--- src/rtl/sar_seq_pkg.sv ---
package sar_seq_pkg;
  typedef enum logic [1:0] {
    CKSEL_DIV16 = 2'd0,
    CKSEL_DIV32 = 2'd1,
    CKSEL_DIV64 = 2'd2,
    CKSEL_RC    = 2'd3
  } cksel_e;
endpackage

--- src/rtl/sar_tad_gen.sv ---
module sar_tad_gen
  import sar_seq_pkg::*;
#(
  parameter int DIV_LOG_MIN = 4
) (
  input  logic   clk_i,
  input  logic   rst_ni,
  input  logic   run_i,
  input  logic   restart_i,
  input  cksel_e sel_i,
  input  logic   rc_tick_i,
  output logic   half_tick_o
);
  localparam int CNT_W = DIV_LOG_MIN + 1;

  logic [CNT_W-1:0] div_q;
  logic [CNT_W-1:0] lim;
  logic             wrap;

  // half TAD = half the divisor
  always_comb begin
    case (sel_i)
      CKSEL_DIV16: lim = CNT_W'((1 << (DIV_LOG_MIN - 1)) - 1);
      CKSEL_DIV32: lim = CNT_W'((1 << DIV_LOG_MIN) - 1);
      CKSEL_DIV64: lim = CNT_W'((1 << (DIV_LOG_MIN + 1)) - 1);
      default:     lim = '0;
    endcase
  end

  assign wrap = (div_q == lim);

  always_ff @(posedge clk_i or negedge rst_ni) begin
    if (!rst_ni) begin
      div_q <= '0;
    end else if (restart_i || !run_i) begin
      div_q <= '0;
    end else if (sel_i != CKSEL_RC) begin
      div_q <= wrap ? '0 : div_q + 1'b1;
    end
  end

  assign half_tick_o = run_i && ((sel_i == CKSEL_RC) ? rc_tick_i : wrap);

  AST_DIV_IN_RANGE: assert property (@(posedge clk_i) disable iff (!rst_ni)
    (run_i && sel_i != CKSEL_RC) |-> (div_q <= lim));

endmodule

--- src/rtl/sar_bit_reg.sv ---
module sar_bit_reg #(
  parameter int NB    = 10,
  parameter int IDX_W = $clog2(NB)
) (
  input  logic             clk_i,
  input  logic             rst_ni,
  input  logic             start_i,
  input  logic             decide_i,
  input  logic [IDX_W-1:0] idx_i,
  input  logic             cmp_i,
  output logic [NB-1:0]    code_o
);
  logic [NB-1:0] code_q;
  logic [NB-1:0] code_d;

  for (genvar gi = 0; gi < NB; gi++) begin : g_bit
    logic hit;
    assign hit = decide_i && (idx_i == IDX_W'(gi));
    if (gi == NB - 1) begin : g_msb
      assign code_d[gi] = start_i ? 1'b1 : (hit ? cmp_i : code_q[gi]);
    end else begin : g_low
      logic arm;
      // next trial bit is raised when the bit above is decided
      assign arm = decide_i && (idx_i == IDX_W'(gi + 1));
      assign code_d[gi] = start_i ? 1'b0 :
                          hit     ? cmp_i :
                          arm     ? 1'b1 : code_q[gi];
    end
  end

  always_ff @(posedge clk_i or negedge rst_ni) begin
    if (!rst_ni) code_q <= '0;
    else         code_q <= code_d;
  end

  assign code_o = code_q;

  AST_START_MSB_TRIAL: assert property (@(posedge clk_i) disable iff (!rst_ni)
    start_i |=> (code_q == NB'(1) << (NB - 1)));

  AST_UPPER_BITS_KEPT: assert property (@(posedge clk_i) disable iff (!rst_ni)
    (decide_i && !start_i) |=>
      ((code_q >> ($past(idx_i) + 1)) == ($past(code_q) >> ($past(idx_i) + 1))));

endmodule

--- src/rtl/sar_seq_ctrl.sv ---
module sar_seq_ctrl
  import sar_seq_pkg::*;
#(
  parameter int NB    = 10,
  parameter int IDX_W = $clog2(NB)
) (
  input  logic             clk_i,
  input  logic             rst_ni,
  input  logic             go_set_i,
  input  logic             go_clr_i,
  input  logic             irq_clr_i,
  input  cksel_e           sel_i,
  input  logic             half_tick_i,
  input  logic [NB-1:0]    code_i,
  output logic             busy_o,
  output logic             start_o,
  output logic             decide_o,
  output logic [IDX_W-1:0] idx_o,
  output cksel_e           sel_q_o,
  output logic [NB-1:0]    res_o,
  output logic             irq_o
);
  localparam int LAST = 2 * NB + 1;
  localparam int HC_W = $clog2(LAST + 1);

  logic            busy_q;
  logic [HC_W-1:0] hcnt_q;
  cksel_e          sel_q;
  logic [NB-1:0]   res_q;
  logic            irq_q;
  logic            in_last;
  logic            finish;
  logic            stop;

  assign start_o = go_set_i && !busy_q;
  assign in_last = busy_q && (hcnt_q == HC_W'(LAST));
  assign stop    = busy_q && go_clr_i;
  assign finish  = in_last && half_tick_i && !go_clr_i;

  // decisions land at the end of even half periods 2..2*NB
  assign decide_o = busy_q && half_tick_i && !go_clr_i && !hcnt_q[0]
                    && (hcnt_q >= HC_W'(2)) && (hcnt_q <= HC_W'(2 * NB));

  always_comb begin
    int bit_pos;
    bit_pos = NB - int'(hcnt_q >> 1);
    idx_o   = IDX_W'(bit_pos);
  end

  always_ff @(posedge clk_i or negedge rst_ni) begin
    if (!rst_ni) begin
      busy_q <= 1'b0;
      hcnt_q <= '0;
      sel_q  <= CKSEL_DIV16;
    end else if (start_o) begin
      busy_q <= 1'b1;
      hcnt_q <= '0;
      sel_q  <= sel_i;
    end else if (stop || finish) begin
      busy_q <= 1'b0;
      hcnt_q <= '0;
    end else if (busy_q && half_tick_i) begin
      hcnt_q <= hcnt_q + 1'b1;
    end
  end

  always_ff @(posedge clk_i or negedge rst_ni) begin
    if (!rst_ni) begin
      res_q <= '0;
    end else if (finish || (stop && in_last)) begin
      res_q <= code_i;
    end
  end

  always_ff @(posedge clk_i or negedge rst_ni) begin
    if (!rst_ni)        irq_q <= 1'b0;
    else if (finish)    irq_q <= 1'b1;
    else if (irq_clr_i) irq_q <= 1'b0;
  end

  assign busy_o  = busy_q;
  assign sel_q_o = sel_q;
  assign res_o   = res_q;
  assign irq_o   = irq_q;

  AST_FINISH_FLAGS: assert property (@(posedge clk_i) disable iff (!rst_ni)
    finish |=> (!busy_q && irq_q));

  AST_SET_WHILE_BUSY: assert property (@(posedge clk_i) disable iff (!rst_ni)
    (busy_q && go_set_i && !go_clr_i && !half_tick_i) |=> (busy_q && $stable(hcnt_q)));

  AST_ABORT_HOLDS: assert property (@(posedge clk_i) disable iff (!rst_ni)
    (stop && !in_last) |=> ($stable(res_q) && !$rose(irq_q) && !busy_q));

  AST_LATE_NO_IRQ: assert property (@(posedge clk_i) disable iff (!rst_ni)
    (stop && in_last) |=> (!$rose(irq_q) && !busy_q));

  AST_HALF_BOUND: assert property (@(posedge clk_i) disable iff (!rst_ni)
    busy_q |-> (hcnt_q <= HC_W'(LAST)));

  AST_SEL_HELD: assert property (@(posedge clk_i) disable iff (!rst_ni)
    busy_q |=> (!busy_q || $stable(sel_q)));

endmodule

--- src/rtl/sar_conv_seq.sv ---
module sar_conv_seq
  import sar_seq_pkg::*;
#(
  parameter int NB          = 10,
  parameter int REG_W       = 8,
  parameter int DIV_LOG_MIN = 4
) (
  input  logic             clk_i,
  input  logic             rst_ni,
  input  logic [1:0]       clk_sel_i,
  input  logic             rc_tick_i,
  input  logic             go_set_i,
  input  logic             go_clr_i,
  input  logic             irq_clr_i,
  input  logic             cmp_i,
  output logic [NB-1:0]    trial_o,
  output logic             go_o,
  output logic             irq_o,
  output logic [REG_W-1:0] res_hi_o,
  output logic [REG_W-1:0] res_lo_o
);
  localparam int IDX_W = $clog2(NB);

  logic             busy;
  logic             start;
  logic             decide;
  logic [IDX_W-1:0] idx;
  cksel_e           sel_q;
  logic             half_tick;
  logic [NB-1:0]    code;
  logic [NB-1:0]    res;
  logic [2*REG_W-1:0] res_ext;

  sar_seq_ctrl #(.NB(NB), .IDX_W(IDX_W)) u_ctrl (
    .clk_i       (clk_i),
    .rst_ni      (rst_ni),
    .go_set_i    (go_set_i),
    .go_clr_i    (go_clr_i),
    .irq_clr_i   (irq_clr_i),
    .sel_i       (cksel_e'(clk_sel_i)),
    .half_tick_i (half_tick),
    .code_i      (code),
    .busy_o      (busy),
    .start_o     (start),
    .decide_o    (decide),
    .idx_o       (idx),
    .sel_q_o     (sel_q),
    .res_o       (res),
    .irq_o       (irq_o)
  );

  sar_tad_gen #(.DIV_LOG_MIN(DIV_LOG_MIN)) u_tad (
    .clk_i       (clk_i),
    .rst_ni      (rst_ni),
    .run_i       (busy),
    .restart_i   (start),
    .sel_i       (sel_q),
    .rc_tick_i   (rc_tick_i),
    .half_tick_o (half_tick)
  );

  sar_bit_reg #(.NB(NB), .IDX_W(IDX_W)) u_bits (
    .clk_i    (clk_i),
    .rst_ni   (rst_ni),
    .start_i  (start),
    .decide_i (decide),
    .idx_i    (idx),
    .cmp_i    (cmp_i),
    .code_o   (code)
  );

  // right-justified across two registers
  assign res_ext  = (2 * REG_W)'(res);
  assign res_hi_o = res_ext[2*REG_W-1:REG_W];
  assign res_lo_o = res_ext[REG_W-1:0];
  assign trial_o  = code;
  assign go_o     = busy;

endmodule

--- config.mk ---
export PLATFORM = sky130hd
export DESIGN_NAME = sar_conv_seq
export DESIGN_NICKNAME = d
export VERILOG_FILES = /design/src/rtl/sar_seq_pkg.sv /design/src/rtl/sar_tad_gen.sv /design/src/rtl/sar_bit_reg.sv /design/src/rtl/sar_seq_ctrl.sv /design/src/rtl/sar_conv_seq.sv
export SDC_FILE = /design/constraint.sdc
export NUM_CORES = 1
export LEC_CHECK = 0
export BUFFER_PORTS_ARGS = -buffer_cell sky130_fd_sc_hd__buf_2
export CORE_ASPECT_RATIO = 0.6
export CORE_MARGIN = 5
export CORE_UTILIZATION = 50
export CTS_CLUSTER_SIZE = 14
export DETAILED_ROUTE_END_ITERATION = 10
export PLACE_DENSITY_LB_ADDON = 0.08
export SETUP_SLACK_MARGIN = 0.5
export SLEW_MARGIN = 20
export SYNTH_ARGS = -nofsm -noshare
export SYNTH_HDL_FRONTEND = slang
export SYNTH_SLANG_ARGS = --single-unit
export TNS_END_PERCENT = 10
--- constraint.sdc ---
create_clock -name clk_i -period 3.1 [get_ports clk_i]
set_input_delay 0 -clock clk_i [delete_from_list [all_inputs] [get_ports clk_i]]
set_output_delay 0 -clock clk_i [all_outputs]
set_load 0.01 [all_outputs]
==> summary.md, run 1 <==
| Metric | Value |
|---|---|
| Reg2Reg Setup Slack | `0.66 ns` |
| Final Max Tran Viols | `0` |
| Distinct cells, synth | `45` |
| DP Wirelength | `3.19 mm` |
| Setup CP Type | `reg2reg` |
| CTS tree | `yes` |
| Worst hold-check path type | `in2reg` |
| First-pass GRT wire length | `7.16 mm` |
| Die area | `0.00523 mm2` |
| RSZ-0062 raised after global routing | `no` |
| Initial core utilization | `52.3%` |
| Placer Congestion | `0.859` |
| Final hold violation count | `0` |
| Final nets | `230` |
| Pwr/cell area | `442 mW/mm2` |
| Clk sink count | `34` |
| Setup TNS | `0 ns` |
| Final min period | `2.44 ns` |
| Commonest non-fill, non-tap cells in the layout | `34 x dfrtp_1, 30 x buf_2, 24 x nand2_1, 10 x mux2_4, 9 x a21oi_1` |
| Lkg Pwr | `1.03 nW` |
| CTS buffer count | `5` |
| Post-CTS Setup Bufs | `0` |
| Total grt overflow | `0` |
| Total placed cells including tap cells | `251` |
| Non-Filler Instances | `263` |
| Core area | `0.00368 mm2` |
| Synthesized area | `0.00192 mm2` |
| Number of synthesis warnings | `0` |
| Slew margin rel. | `45.3%` |
| M1 WL | `2.11 mm` |
| Clock Latency Late Sink | `0.28 ns` |
| Peak VDD IR | `0.236 mV` |
| Hold depth | `2` |
| Drc violations | `0` |
| Crit Path Max Fanout | `11` |
| #FFs+latches synth | `34` |
| Drt wl/cell | `16.6 um` |
| Clk slew on worst S/H paths | `0.07 ns` |
| DRT iter0 DRCs | `143` |
| Post-DR vias/cell | `5.88` |
| Post-synth EDFFs | `0` |
| Layout cells sized above 1 | `24.5%` |
| Clock root buffer | `clkbuf_8` |
| Top Layer Used | `met4` |
| DIE HEIGHT | `58.0 um` |
| Mapped Cells | `184` |
| WP data required | `3.27 ns` |
| Worst R2R End | `u_ctrl.res_o[7]` |
| Fillers | `323` |
| Initial antenna violation count | `0` |
| Final hold slack | `0.0271 ns` |
| Highest Clock Rate | `0.409 GHz` |
| Slowest CP cell | `o211a_2` |
| Hold path endpoint | `u_bits.code_o[2]` |
| I/O Buffers | `30` |
| CP Cell Sequence | `ha_1 -> and4b_1 -> a32o_1 -> o211a_2 -> mux2_4` |
| Fin util | `59.6%` |
| Startpoint Class | `register` |
| Vias in the first global route | `1437` |
| Min-Delay Startpoint | `cmp_i` |
| Crit-path max cell delay | `0.50 ns` |
| Period utilization | `78.9%` |
| Largest net degree at the start of global routing | `35` |
| Share of synthesized registers carrying an async set or reset | `100%` |
| Wire length on met3 | `370 um` |
| Total GRT Usage | `17.0%` |
| Post-Route WL | `4.38 mm` |
| Worst slew pin tran | `0.810 ns` |
| Pre-antenna DRT Iters | `5` |
| Mean Syn Cell Area | `10.5 um2` |
| Max cap viols | `0` |
| DRT antenna net count | `0` |
| Arrival time at the worst endpoint | `2.61 ns` |
| CTS HTree Levels | `2` |
| Seq/Total Area, Yosys | `44.2%` |
| Dominant synthesized flop cell | `dfrtp_1` |
| Most common cell after layout, fill and taps aside | `dfrtp_1` |
| Routed wl met2 | `1.87 mm` |
| Synth-to-layout area growth | `14.0%` |
| Worst setup EP type | `register` |
| Num rows | `17` |
| # IOs | `37` |
| Diode count | `0` |
| Via count | `1546` |
| Reg2Reg Launch Point | `u_ctrl.sel_q_o[1]` |
| Outcome | `finished, final reports clean` |
| Worst Reg-to-Reg Cells | `5` |
| CTS Buffer Depth | `2` |
| Setup-failing EPs final | `0` |
| Clk_skew | `0.00458 ns` |
| Die X | `90.1 um` |
==> layout make-up <==
type / instances / area [um2] / area share [%]
Timing Repair Buffer: 35 / 198 / 9.02
Sequential cell: 34 / 851 / 38.8
Clock inverter: 1 / 5.00 / 0.228
Clock buffer: 7 / 86.3 / 3.94
Multi-Input combinational cell: 132 / 967 / 44.1
Tap cell: 47 / 58.8 / 2.68
Inverter: 7 / 26.3 / 1.20
==> how the worst max path moves through the flow <==
stage	start	end	slack, ns	cells after the start
2_1_floorplan	u_ctrl.sel_q_o[0]	u_ctrl.res_o[0]	1.04	8
3_3_place_gp	u_ctrl.sel_q_o[1]	u_ctrl.res_o[5]	0.64	5
3_5_place_dp	u_ctrl.sel_q_o[1]	u_ctrl.res_o[6]	0.58	5
4_1_cts	u_ctrl.sel_q_o[1]	u_ctrl.res_o[6]	0.57	5
5_1_grt	u_ctrl.sel_q_o[1]	u_ctrl.res_o[6]	0.52	5
6_report	u_ctrl.sel_q_o[1]	u_ctrl.res_o[7]	0.66	5
==> per-layer routing <==
layer / track usage, % / vias up
met1: 25.0 / 748
met2: 24.6 / 72
met4: 3.82 / 0
li1: - / 722
met3: 4.93 / 4
met5: 0 / -
==> flip-flops by register name, indices dropped and copies added, names as in the netlist <==
register        flops
u_ctrl.hcnt_q       5
u_ctrl.irq_o        1
u_ctrl.res_o       10
u_ctrl.busy_o       1
u_bits.code_o      10
u_ctrl.sel_q_o      2
u_tad.div_q         5
==> cell usage after synthesis, types with 4 or more instances <==
| master | count | area, um2 |
|---|---|---|
| a21oi_1 | 9 | 45.0 |
| nor2_1 | 7 | 26.3 |
| nor2b_1 | 5 | 31.3 |
| ha_1 | 6 | 75.1 |
| mux2i_1 | 5 | 50.1 |
| inv_1 | 7 | 26.3 |
| dfrtp_1 | 34 | 851 |
| mux2_4 | 10 | 150 |
| nor3_1 | 5 | 25.0 |
| a41oi_1 | 4 | 35.0 |
| nand2_1 | 24 | 90.1 |
| buf_4 | 6 | 45.0 |
| clkbuf_1 | 8 | 30.0 |
==> power breakdown <==
part	internal (mW)	switching, mW	total (mW)	leakage (nW)
clock network	0.179	0.157	0.336	0.0482
logic	0.0510	0.0932	0.144	0.516
registers	0.461	0.0272	0.488	0.463
==> cells by family after synthesis <==
group / share of synthesized area (%)
fa+ha+maj: 3.90
flops: 44.2
mux: 10.4
other cells: 0.195
simple gates: 17.1
compound gates: 14.6
buf+inv: 6.44
xor+xnor: 3.06
==> through the flow <==
step                cell area (um2)  power, mW  worst slack (ns)
floorplan                      1940      0.596              1.04
finish                         2190      0.969             0.655
global route                   2190       1.01             0.524
CTS                            2190      0.973             0.569
detailed placement             2060      0.636             0.581
global placement               2060      0.628             0.639
==> timing repair <==
item | CTS | global route
hold buffers | 4 | 0
endpoints found under the hold margin | 37 | 0
resized for setup | 0 | 1
setup endpoints to repair | 0 | 10
==> worst max-delay path: cells and delay by family, from the launching register on <==
| family | cells | cell delay, ns |
|---|---|---|
| simple gates | 1 | 0.36 |
| mux | 1 | 0.34 |
| fa+ha+maj | 1 | 0.32 |
| compound gates | 2 | 0.91 |
| flops | 1 | 0.40 |
Power figures use the tool's default switching activity.
==> run 2: changes to the inputs <==
- CORE_UTILIZATION: 50 -> 49
- clock period: 3.1 -> 2.09 ns (I/O delays scaled with it)
==> summary.md, run 2 (synthesis gave the netlist of run 1 again) <==
| Metric | Value |
|---|---|
| Drc violations | `0 (unchanged)` |
| Die X | `90.9 um (+0.90%)` |
| Commonest non-fill, non-tap cells in the layout | `34 x dfrtp_1, 30 x buf_2, 24 x nand2_1, 13 x buf_4, 10 x mux2_4` |
| Reg2Reg Setup Slack | `0.10 ns (-0.55 ns)` |
| Clk_skew | `0.0102 ns (+0.00566 ns)` |
| Highest Clock Rate | `0.503 GHz (+23%)` |
| Reg power frac | `40.7% (-9.7 points)` |
| Worst hold-check path type | `in2reg` |
| Worst slew pin tran | `0.764 ns (-0.0468 ns)` |
| Post-DR vias/cell | `5.64 (-4.1%)` |
| Arrival time at the worst endpoint | `2.16 ns (-0.45 ns)` |
| CTS buffer count | `5 (unchanged)` |
| Combinational power share | `16.2% (+1.3 points)` |
| WP data required | `2.26 ns (-1.01 ns)` |
| Synth-to-layout area growth | `25.2%` |
| Worst Reg-to-Reg Cells | `7 (+2)` |
| Slew margin rel. | `49.1% (+3.8 points)` |
| Slowest CP cell | `dfrtp_1` |
| # IOs | `37 (unchanged)` |
| RSZ-0062 raised after global routing | `yes` |
| Die area | `0.00532 mm2 (+1.7%)` |
| Fin area | `0.00241 mm2 (+9.9%)` |
| CP Cell Sequence | `inv_2 -> ha_4 -> xor2_2 -> a32o_2 -> o211a_1 -> buf_12 -> mux2_4` |
| Startpoint Class | `register` |
| Sw Pwr | `0.452 mW (+63%)` |
| Reg2Reg Launch Point | `u_ctrl.sel_q_o[0]` |
| Clock Latency Late Sink | `0.29 ns (about the same)` |
| Worst R2R End | `u_ctrl.res_o[7]` |
| Crit-path max cell delay | `0.40 ns (-0.10 ns)` |
| Diode count | `0 (unchanged)` |
| Final hold violation count | `0 (unchanged)` |
| Post-CTS Setup Bufs | `0 (unchanged)` |
| Final min period | `1.99 ns (-0.457 ns)` |
| Placer Congestion | `0.857 (-0.22%)` |
| Initial core utilization | `51.7% (-0.60 points)` |
| CP endpoint | `u_ctrl.res_o[7]` |
| Family with the most delay on the worst path | `compound AO/OA/AOI/OAI gates` |
| Crit path depth | `7 (+2)` |
| Setup TNS | `0 ns (unchanged)` |
| Lkg Pwr | `1.13 nW (+10%)` |
| Post-Route WL | `4.54 mm (+3.8%)` |
| Initial antenna violation count | `0 (unchanged)` |
| Period utilization | `95.1% (+16 points)` |
| Total grt overflow | `0 (unchanged)` |
| DRT antenna net count | `0 (unchanged)` |
| Fillers | `282 (-13%)` |
| Most common cell after layout, fill and taps aside | `dfrtp_1` |
| Final Max Tran Viols | `0 (unchanged)` |
| Crit Path Max Fanout | `10 (-1)` |
| Pre-antenna DRT Iters | `4 (-1)` |
| Vias in the first global route | `1425 (-0.84%)` |
| Layout cells sized above 1 | `32.3% (+7.8 points)` |
| DRT iter0 DRCs | `91 (-36%)` |
| Setup CP Type | `reg2reg` |
| Clock root buffer | `clkbuf_8` |
| CP Buf/Inv Count | `2 (+2)` |
| Clk slew on worst S/H paths | `0.08 ns (about the same)` |
| Int Pwr | `1.31 mW (+89%)` |
| DIE HEIGHT | `58.5 um (+0.84%)` |
| Sw frac | `25.7% (-3.0 points)` |
| Largest net degree at the start of global routing | `35 (unchanged)` |
| Setup-failing EPs final | `0 (unchanged)` |
| Clock share of power | `43.1% (+8.4 points)` |
| Total GRT Usage | `17.6% (+0.59 points)` |
| Pwr/cell area | `731 mW/mm2 (+65%)` |
| Drt wl/cell | `16.5 um (-1.1%)` |
| Worst setup EP type | `register` |
| CTS Buffer Depth | `2 (unchanged)` |
| CTS HTree Levels | `2 (unchanged)` |
| Peak VDD IR | `0.432 mV (+83%)` |
| Crit path from | `u_ctrl.sel_q_o[0]` |
| Final nets | `243 (+5.7%)` |
| Max cap viols | `0 (unchanged)` |
| Outcome | `finished, final reports clean` |
| First-pass GRT wire length | `7.38 mm (+3.1%)` |
| Core area | `0.00372 mm2 (+1.2%)` |
| I/O Buffers | `30 (unchanged)` |
| Via count | `1556 (+0.65%)` |
| DP Wirelength | `3.27 mm (+2.6%)` |
| DP Area | `0.00218 mm2 (+5.9%)` |
| Num rows | `17 (unchanged)` |
| Clk sink count | `34 (unchanged)` |
| CTS tree | `yes` |
[run 2: changes by cell type in the layout (fill, tap and decap cells not counted), sizes merged]
cell	previous run	this run
clkbuf	7	6
clkinv	1	0
bufinv	0	2
buf	31	44
[run 2: worst min-delay path by stage]
| stage | from | to | slack [ns] | cells after the start |
|---|---|---|---|---|
| finish | cmp_i | u_bits.code_o[2] | 0.05 | 2 |
| global route | cmp_i | u_bits.code_o[2] | 0.06 | 2 |
| CTS | cmp_i | u_bits.code_o[2] | 0.04 | 2 |
| detailed placement | rst_ni | u_ctrl.busy_o | 0.13 | 1 |
| global placement | rst_ni | u_ctrl.busy_o | 0.10 | 1 |
| floorplan | rst_ni | u_bits.code_o[0] | -0.30 | 0 |
[run 2: routing by layer]
| metal | routed length [um] | track usage, % | part of all wire [%] |
|---|---|---|---|
| met2 | 1850 | 25.2 | 41 |
| met1 | 2350 | 25.8 | 52 |
| met4 | 53 | 5.65 | 1.2 |
| met5 | 0 | 0 | 0 |
| met3 | 292 | 4.60 | 6.4 |
[run 2: per-stage QoR]
stage	worst slack [ns]	hold slack, ns	utilization [%]	instances	power (mW)
after floorplan	0.100	-0.296	-	189	0.896
after global placement	0.139	0.104	58.7	264	0.985
after detailed placement	0.0586	0.128	58.7	264	0.990
after CTS	0.0993	0.0387	63.7	276	1.76
after global routing	0.0527	0.0627	64.7	276	1.83
final	0.102	0.0465	64.7	276	1.76
[run 2: what timing repair did]
action                     CTS  global route
hold endpoints to repair    37             0
gates resized for setup      1             7
pin swaps                    1             5
setup endpoints to repair   30            31
gates cloned                 0             0
hold buffers                 4             0
[run 2: layout make-up]
| class | count | area [um2] | share of cell area, % |
|---|---|---|---|
| Clock inverter | 2 | 60.1 | 2.49 |
| Timing Repair Buffer | 48 | 308 | 12.8 |
| Inverter | 7 | 26.3 | 1.09 |
| Multi-Input combinational cell | 132 | 1020 | 42.4 |
| Sequential cell | 34 | 851 | 35.3 |
| Clock buffer | 6 | 82.6 | 3.43 |
| Tap cell | 47 | 58.8 | 2.44 |
[run 2: power by group through the flow]
| stage | Sequential [mW] | Combinational, mW | Clock [mW] |
|---|---|---|---|
| 4_1_cts | 0.714 | 0.274 | 0.771 |
| 2_1_floorplan | 0.724 | 0.173 | 0 |
| 3_5_place_dp | 0.727 | 0.263 | 0 |
| 5_1_grt | 0.720 | 0.317 | 0.797 |
| 6_report | 0.716 | 0.285 | 0.759 |
| 3_3_place_gp | 0.725 | 0.260 | 0 |
==> run 3: changes to the inputs <==
==> constraint.sdc (replaced) <==
create_clock -name clk_i -period 2.09 [get_ports clk_i]
set_input_delay 0.209 -clock clk_i [delete_from_list [all_inputs] [get_ports clk_i]]
set_output_delay 0.209 -clock clk_i [all_outputs]
set_load 0.01 [all_outputs]
==> summary.md, run 3 (synthesis gave the netlist of run 1 again) <==
| Metric | Value |
|---|---|
| Startpoint Class | `register` |
| Drt wl/cell | `16.6 um (+1.1%)` |
| Clk slew on worst S/H paths | `0.08 ns (about the same)` |
| CTS tree | `yes` |
| Failing checks | `hold timing` |
| Highest Clock Rate | `0.503 GHz (about the same)` |
| Worst slew pin tran | `0.767 ns (+0.00360 ns)` |
| Total GRT Usage | `17.4% (-0.20 points)` |
| Crit Path Max Fanout | `10 (unchanged)` |
| Top Layer Used | `met4` |
| Setup-failing EPs final | `0 (unchanged)` |
| Worst setup EP type | `register` |
| Clk_skew | `0.00986 ns (-0.000381 ns)` |
| Post-Route WL | `4.52 mm (-0.40%)` |
| CTS Buffer Depth | `2 (unchanged)` |
| Total grt overflow | `0 (unchanged)` |
| Initial core utilization | `51.7% (unchanged)` |
| Synth-to-layout area growth | `23.2%` |
| Arrival time at the worst endpoint | `2.16 ns (about the same)` |
| Post-CTS Setup Bufs | `0 (unchanged)` |
| Diode count | `0 (unchanged)` |
| CTS HTree Levels | `2 (unchanged)` |
| Lkg Pwr | `1.12 nW (-1.5%)` |
| Total placed cells including tap cells | `264 (unchanged)` |
| Max cap viols | `0 (unchanged)` |
| Final hold violation count | `28 (+28)` |
| Die X | `90.9 um (unchanged)` |
| Clock root buffer | `clkbuf_8` |
| Wire length on met3 | `299 um (+2.4%)` |
| Fillers | `288 (+2.1%)` |
| DRT iter0 DRCs | `121 (+33%)` |
| Slew margin rel. | `48.9% (-0.24 points)` |
| Peak VDD IR | `0.387 mV (-10%)` |
| Layout cells sized above 1 | `32.9% (+0.57 points)` |
| Worst R2R End | `u_ctrl.res_o[7]` |
| Final min period | `1.99 ns (+0.000722 ns)` |
| CTS buffer count | `5 (unchanged)` |
| M1 WL | `2.32 mm (-1.4%)` |
| Initial antenna violation count | `0 (unchanged)` |
| Pwr/cell area | `740 mW/mm2 (+1.2%)` |
| Placer Congestion | `0.857 (unchanged)` |
| First-pass GRT wire length | `7.28 mm (-1.4%)` |
| Reg2Reg Launch Point | `u_ctrl.sel_q_o[1]` |
| Setup CP Type | `reg2reg` |
| Final Max Tran Viols | `0 (unchanged)` |
| Largest net degree at the start of global routing | `35 (unchanged)` |
| Final hold slack | `-0.0101 ns (-0.0566 ns)` |
| Die area | `0.00532 mm2 (unchanged)` |
| DIE HEIGHT | `58.5 um (unchanged)` |
| Via count | `1546 (-0.64%)` |
| Worst Reg-to-Reg Cells | `6 (-1)` |
| Routed wl met2 | `1.85 mm (+0.22%)` |
| Period utilization | `95.2% (about the same)` |
| Final nets | `239 (-1.6%)` |
| RSZ-0062 raised after global routing | `yes` |
| Clk sink count | `34 (unchanged)` |
| DP Wirelength | `3.27 mm (unchanged)` |
| Crit path from | `u_ctrl.sel_q_o[1]` |
| # IOs | `37 (unchanged)` |
| Most common cell after layout, fill and taps aside | `dfrtp_1` |
| Core area | `0.00372 mm2 (unchanged)` |
| DRT antenna net count | `0 (unchanged)` |
| CTS hold repair buffers | `0 (-4)` |
| Vias in the first global route | `1406 (-1.3%)` |
| Multi-input gate area | `0.00102 mm2 (unchanged)` |
| Reg2Reg Setup Slack | `0.10 ns (about the same)` |
| Post-DR vias/cell | `5.68 (+0.82%)` |
| Num rows | `17 (unchanged)` |
| Non-Filler Instances | `272 (-1.4%)` |
| WP data required | `2.26 ns (about the same)` |
| I/O Buffers | `30 (unchanged)` |
| Commonest non-fill, non-tap cells in the layout | `34 x dfrtp_1, 30 x buf_2, 24 x nand2_1, 13 x buf_4, 10 x mux2_4` |
| Setup TNS | `0 ns (unchanged)` |
| Drc violations | `0 (unchanged)` |
| Pre-antenna DRT Iters | `4 (unchanged)` |
| Reg area | `851 um2 (unchanged)` |
| Worst hold-check path type | `in2async` |
| CP endpoint | `u_ctrl.res_o[7]` |
| Clock Latency Late Sink | `0.29 ns (about the same)` |
| Outcome | `complete, but fails checks` |
-- run 3: worst max-delay path: stages, from the launching register on --
cell,delay (ns)
dfrtp_1,0.41
ha_2,0.21
and4b_2,0.26
a32o_2,0.29
o211a_1,0.24
buf_12,0.16
mux2_4,0.29
-- run 3: what timing repair did --
item / CTS / global route
setup endpoints to repair: 30 / 31
gates resized for setup: 1 / 7
pin swaps: 1 / 5
-- run 3: per-layer routing --
| metal | GRT usage (%) | vias up |
|---|---|---|
| li1 | - | 743 |
| met1 | 25.5 | 746 |
| met4 | 5.65 | 0 |
| met5 | 0 | - |
| met2 | 24.8 | 49 |
| met3 | 4.73 | 8 |
-- run 3: stage by stage --
stage / util [%] / power [mW] / setup WS (ns) / hold slack, ns / area [um2]
5_1_grt: 63.6 / 1.83 / 0.0527 / 0.0635 / 2370
2_1_floorplan: - / 0.896 / 0.100 / -0.0866 / 1950
3_5_place_dp: 58.7 / 0.990 / 0.0586 / 0.337 / 2180
6_report: 63.6 / 1.75 / 0.101 / -0.0101 / 2370
4_1_cts: 62.7 / 1.75 / 0.0993 / 0.00710 / 2330
3_3_place_gp: 58.7 / 0.985 / 0.139 / 0.313 / 2180
-- run 3: cell type report --
class                   count  share of cell area [%]
clock buffers               6                    3.49
clock inverters             2                    2.54
inverters                   7                    1.11
multi-input cells         132                    43.2
flip-flops and latches     34                    35.9
well taps                  47                    2.48
repair buffers             44                    11.3
-- run 3: how the worst min path moves through the flow --
stage | slack [ns] | cells past startpoint | end | from
final | -0.01 | 1 | u_bits.code_o[1] | rst_ni
after global routing | 0.06 | 1 | u_bits.code_o[1] | rst_ni
after floorplan | -0.09 | 0 | u_bits.code_o[0] | rst_ni
after detailed placement | 0.34 | 1 | u_ctrl.busy_o | rst_ni
after global placement | 0.31 | 1 | u_ctrl.busy_o | rst_ni
after CTS | 0.007 | 1 | u_bits.code_o[1] | rst_ni
-- run 3: where the power goes --
| part | internal (mW) | switching, mW | total, mW |
|---|---|---|---|
| sequential | 0.684 | 0.0317 | 0.716 |
| clock | 0.509 | 0.249 | 0.758 |
| combinational | 0.112 | 0.168 | 0.279 |
